[src/rtl/bank_mapper_pkg.sv]
package bank_mapper_pkg;

    typedef enum logic [1:0] {
        MAP_SPREAD  = 2'd0,
        MAP_SWIZZLE = 2'd1,
        MAP_BLOCK   = 2'd2,
        MAP_BLOCK_B = 2'd3
    } map_mode_e;

    typedef enum logic [1:0] {
        ACC_MISS     = 2'd0,
        ACC_HIT      = 2'd1,
        ACC_CONFLICT = 2'd2,
        ACC_RSVD     = 2'd3
    } acc_kind_e;

endpackage

[src/rtl/addr_split.sv]
module addr_split
    import bank_mapper_pkg::*;
#(
    parameter int ADDR_W = 16,
    parameter int BANK_W = 2,
    parameter int COL_W  = 4,
    localparam int ROW_W = ADDR_W - BANK_W - COL_W
) (
    input  logic [ADDR_W-1:0] addr,
    input  logic [1:0]        mode,
    output logic [BANK_W-1:0] bank,
    output logic [ROW_W-1:0]  row,
    output logic [COL_W-1:0]  col
);

    logic [BANK_W-1:0] lo_bank;
    logic [ROW_W-1:0]  lo_row;
    logic [COL_W-1:0]  lo_col;
    logic [BANK_W-1:0] fold;

    // interleaved split {row, col, bank}
    assign lo_bank = addr[BANK_W-1:0];
    assign lo_col  = addr[BANK_W +: COL_W];
    assign lo_row  = addr[BANK_W+COL_W +: ROW_W];

    // fold width chosen by how many row bits exist
    generate
        if (ROW_W >= BANK_W) begin : g_fold_full
            assign fold = lo_row[BANK_W-1:0];
        end else begin : g_fold_part
            assign fold = {{(BANK_W-ROW_W){1'b0}}, lo_row};
        end
    endgenerate

    always_comb begin
        unique case (map_mode_e'(mode))
            MAP_SPREAD: begin
                bank = lo_bank;
                row  = lo_row;
                col  = lo_col;
            end
            MAP_SWIZZLE: begin
                bank = lo_bank ^ fold;
                row  = lo_row;
                col  = lo_col;
            end
            default: begin
                // block split {bank, row, col}
                bank = addr[ADDR_W-1 -: BANK_W];
                row  = addr[COL_W +: ROW_W];
                col  = addr[COL_W-1:0];
            end
        endcase
    end

endmodule

[src/rtl/open_row_table.sv]
module open_row_table
    import bank_mapper_pkg::*;
#(
    parameter int NBANK = 4,
    parameter int ROW_W = 10,
    localparam int BANK_W = (NBANK > 1) ? $clog2(NBANK) : 1
) (
    input  logic              clk,
    input  logic              rst,
    input  logic [BANK_W-1:0] look_bank,
    input  logic [ROW_W-1:0]  look_row,
    input  logic              upd_en,
    output acc_kind_e         kind
);

    typedef struct packed {
        logic             valid;
        logic [ROW_W-1:0] row;
    } slot_t;

    slot_t slot_q [NBANK];
    slot_t slot_d [NBANK];
    slot_t cur;

    always_comb begin
        cur = slot_q[look_bank];
        if (!cur.valid) begin
            kind = ACC_MISS;
        end else if (cur.row == look_row) begin
            kind = ACC_HIT;
        end else begin
            kind = ACC_CONFLICT;
        end
    end

    generate
        for (genvar b = 0; b < NBANK; b++) begin : g_slot
            always_comb begin
                slot_d[b] = slot_q[b];
                if (upd_en && (look_bank == BANK_W'(b))) begin
                    slot_d[b].valid = 1'b1;
                    slot_d[b].row   = look_row;
                end
            end

            always_ff @(posedge clk) begin
                if (rst) begin
                    slot_q[b] <= '0;
                end else begin
                    slot_q[b] <= slot_d[b];
                end
            end
        end
    endgenerate

endmodule

[src/rtl/bank_mapper.sv]
module bank_mapper
    import bank_mapper_pkg::*;
#(
    parameter int ADDR_W = 16,
    parameter int NBANK  = 4,
    parameter int COL_W  = 4,
    localparam int BANK_W = (NBANK > 1) ? $clog2(NBANK) : 1,
    localparam int ROW_W  = ADDR_W - BANK_W - COL_W
) (
    input  logic              clk,
    input  logic              rst,
    input  logic [1:0]        mode,
    input  logic              req_valid,
    output logic              req_ready,
    input  logic [ADDR_W-1:0] req_addr,
    output logic              out_valid,
    input  logic              out_ready,
    output logic [BANK_W-1:0] out_bank,
    output logic [ROW_W-1:0]  out_row,
    output logic [COL_W-1:0]  out_col,
    output logic [1:0]        out_kind
);

    typedef struct packed {
        logic              valid;
        logic [BANK_W-1:0] bank;
        logic [ROW_W-1:0]  row;
        logic [COL_W-1:0]  col;
        acc_kind_e         kind;
    } stage_t;

    stage_t stage_d, stage_q;

    logic [BANK_W-1:0] dec_bank;
    logic [ROW_W-1:0]  dec_row;
    logic [COL_W-1:0]  dec_col;
    acc_kind_e         dec_kind;
    logic              take;

    addr_split #(
        .ADDR_W (ADDR_W),
        .BANK_W (BANK_W),
        .COL_W  (COL_W)
    ) u_split (
        .addr (req_addr),
        .mode (mode),
        .bank (dec_bank),
        .row  (dec_row),
        .col  (dec_col)
    );

    open_row_table #(
        .NBANK (NBANK),
        .ROW_W (ROW_W)
    ) u_rows (
        .clk       (clk),
        .rst       (rst),
        .look_bank (dec_bank),
        .look_row  (dec_row),
        .upd_en    (take),
        .kind      (dec_kind)
    );

    assign req_ready = !stage_q.valid || out_ready;
    assign take      = req_valid && req_ready;

    always_comb begin
        stage_d = stage_q;
        if (take) begin
            stage_d.valid = 1'b1;
            stage_d.bank  = dec_bank;
            stage_d.row   = dec_row;
            stage_d.col   = dec_col;
            stage_d.kind  = dec_kind;
        end else if (out_ready) begin
            stage_d.valid = 1'b0;
        end
    end

    always_ff @(posedge clk) begin
        if (rst) begin
            stage_q <= '0;
        end else begin
            stage_q <= stage_d;
        end
    end

    assign out_valid = stage_q.valid;
    assign out_bank  = stage_q.bank;
    assign out_row   = stage_q.row;
    assign out_col   = stage_q.col;
    assign out_kind  = stage_q.kind;

endmodule

[config.mk]
export PLATFORM = sky130hd
export DESIGN_NAME = bank_mapper
export DESIGN_NICKNAME = d
export VERILOG_FILES = /design/src/rtl/bank_mapper_pkg.sv /design/src/rtl/addr_split.sv /design/src/rtl/open_row_table.sv /design/src/rtl/bank_mapper.sv
export SDC_FILE = /design/constraint.sdc
export NUM_CORES = 1
export LEC_CHECK = 0
export CAP_MARGIN = 20
export CORE_MARGIN = 2
export CORE_UTILIZATION = 55
export CTS_CLUSTER_DIAMETER = 30
export DETAILED_ROUTE_END_ITERATION = 10
export GPL_ROUTABILITY_DRIVEN = 0
export PLACE_DENSITY = 0.85
export SYNTH_ARGS = -nofsm -noshare
export SYNTH_HDL_FRONTEND = slang
export SYNTH_SLANG_ARGS = --single-unit
[constraint.sdc]
create_clock -name clk -period 7.6 [get_ports clk]
set_input_delay 2.28 -clock clk [delete_from_list [all_inputs] [get_ports clk]]
set_output_delay 2.28 -clock clk [all_outputs]
set_load 0.05 [all_outputs]
==> results.toml <==
[logic_synthesis]
ys_seq_area_frac = 0.572
syn_inst = 272
ys_warn_count = 0
synth.distinct_cells = 36
synthArstFlopShare = 0
synth_area_per_cell_um2 = 10.9
synth_area_um2 = 2960
syn-num-nets = 294
synth-edff-count = 43
ys.flop_type = "edfxtp_1"
synth_seq_cells = 63

[routing]
first_iter_violations = 244
vias_per_cell = 6.02
wire_per_inst_um = 18.0
drt_wl_total_mm = 6.88
post-route-drc-count = 0
drtPass1Iterations = 5
num_vias = 2307
route.antenna.remaining_nets = 0

[setup_path]
rr_worst_depth = 4
cp_slowest_cell = "clkdlybuf4s50_1"
start_kind = "input port"
crit_family = "buffers and inverters"
cp_num_buf_inv = 2
cp-end-kind = "output pin"
cp_common_cell = "clkdlybuf4s50_1"
crit_cells = 3
cpPeakStageDelay_ps = 820
arrival_ps = 3700
crit_chain = "clkdlybuf4s50_1, nand2b_1, clkdlybuf4s50_1"
crit_type = "in -> out"
cp.required_ps = 5320
critPathMaxFanout = 4

[global_routing]
grt_pass1_vias = 2200
grt_use_total = 0.249
grt_pass1_wl_mm = 11.2
grt_max_degree = 30
antenna_found_initial = 0
gr-total-overflow = 0

[timing]
min_period_ps = 5980
tns_ps = 0
rsz0062_at_grt = "false"
hold_violations = 0
finalSetupViolations = 0
min_period_over_period = 0.786
max_slew_margin = 0.376
finalWorstSetupSlack_ps = 1620
max_freq_mhz = 167
clock_skew_ps = 3.74
worst_pin_slew_ps = 934
maxSlewViolCount = 0

[finish]
antennaDiodeCount = 0
finalNetCount = 330
drive_gt1_frac = 0.0671
syn_to_final_growth_pct = 20.7

[clocking]
clock_latency_ps = 330
cts_tree = "built"
postCtsHoldBufs = 0
clkTransAtPathRegs_ps = 60
postCtsResizedCells = 0
cts_max_path_buffers = 2
clock-sinks = 63
cts_root_buf = "clkbuf_8"
postCtsSetupBuffers = 0
h-tree-depth = 3
numCtsBuffers = 9

[die]
start_util = 0.575
rows = 26
num_io_pins = 42
core_um2 = 5140
die_area_um2 = 5980
chipHeight_um = 77.3
die_w_um = 77.3

[power]
powerDensity_nw_per_um2 = 230
p_leak_nw = 1.39
vdd_drop_max_v = 0.000121

[hold_path]
hold_depth = 2
hp-class = "reg -> reg"

[placement]
place_ws_ps = 1620
dp_hpwl_mm = 4.47
port_buffers = 41

[run]
cap_violations = 0

[status]
status = "finished clean"
[cell usage after synthesis, types with 2 or more instances]
cell      instances  share of area
mux4_2            2          0.015
nand3_1           6          0.010
and2_1           13          0.028
clkbuf_1         10          0.013
mux2i_1          14          0.047
edfxtp_1         43           0.44
a221oi_1          8          0.024
inv_1             8          0.010
mux2_2            2         0.0076
a21o_1            4          0.010
o21ai_0           4         0.0068
nand2b_1          3         0.0063
nand2_1           8          0.010
nand4b_1          2         0.0059
a22oi_1           3         0.0076
nor2_1           61          0.077
dfxtp_1          20           0.14
buf_6             2         0.0076
o211ai_1          4          0.010
a221o_1           4          0.014
nand4_1           5          0.011
or3_1             4         0.0085
a21oi_1           9          0.015
buf_2             4         0.0068
a211oi_1         14          0.036
and3_1            3         0.0063
xor2_1            2         0.0059
a211o_1           2         0.0059
[where the power goes]
| group | leakage (nW) | switching, W | internal, W |
|---|---|---|---|
| logic | 0.663 | 0.0000937 | 0.0000534 |
| registers | 0.627 | 0.00000713 | 0.000388 |
| clock network | 0.0970 | 0.000124 | 0.000155 |
[logic make-up after synthesis]
logic type      share of synthesized area
simple gates                        0.180
flops                               0.572
compound gates                      0.133
buf+inv                            0.0385
mux                                0.0702
xor+xnor                          0.00593
[worst paths after layout]
path	from	endpoint	slack (ps)
setup / recovery	out_ready	req_ready	1620
hold / removal	out_bank[0]	out_bank[0]	460
setup reg to reg	out_valid	u_rows.slot_q[3][4]	5670
hold reg to reg	out_bank[0]	out_bank[0]	460
[layout by cell type (no fill, tap or decap), types with 4 or more instances in the layout]
cell type	netlist	layout
nor2_1	61	61
o21ai_0	4	4
and2_1	13	13
or3_1	4	4
clkdlybuf4s50_1	0	41
a21o_1	4	4
a21oi_1	9	9
dfxtp_1	20	20
clkbuf_8	0	13
mux2i_1	14	14
o211ai_1	4	4
nand4_1	5	5
nand3_1	6	6
a221o_1	4	4
nand2_1	8	8
a211oi_1	14	14
edfxtp_1	43	43
a221oi_1	8	8
inv_1	8	8
[routing by layer]
layer | share of wire | up-vias | GRT usage
li1 | - | 1084 | -
met3 | 0.078 | 18 | 0.0729
met1 | 0.41 | 1095 | 0.315
met2 | 0.49 | 110 | 0.397
met4 | 0.024 | 0 | 0.111
met5 | 0 | - | 0
[layout make-up]
class | count | area [um2]
clock buffers | 16 | 190
multi-input cells | 184 | 1150
flip-flops and latches | 63 | 1690
inverters | 8 | 30.0
repair buffers | 42 | 418
fillers | 419 | 1570
well taps | 70 | 87.6
[per-stage QoR]
stage	instances	instance area, um2	power, W	hold WS [ps]	utilization
2_1_floorplan	272	2960	0.000501	433	-
3_3_place_gp	367	3380	0.000544	443	0.657
3_5_place_dp	367	3380	0.000548	454	0.657
4_1_cts	383	3570	0.000824	463	0.694
5_1_grt	383	3570	0.000855	506	0.694
6_report	383	3570	0.000821	460	0.694
[worst min-delay path, cell delays in order (launching register included)]
cell     delay [ps]
dfxtp_1         310
nand2_1          50
a21oi_1          50
[sequential cells by signal (all words and copies together) (netlist names)]
name / flops
out_bank: 2
u_rows.slot_q: 44
out_kind: 2
out_col: 4
out_valid: 1
out_row: 10
(Power assumes the default switching activity.)
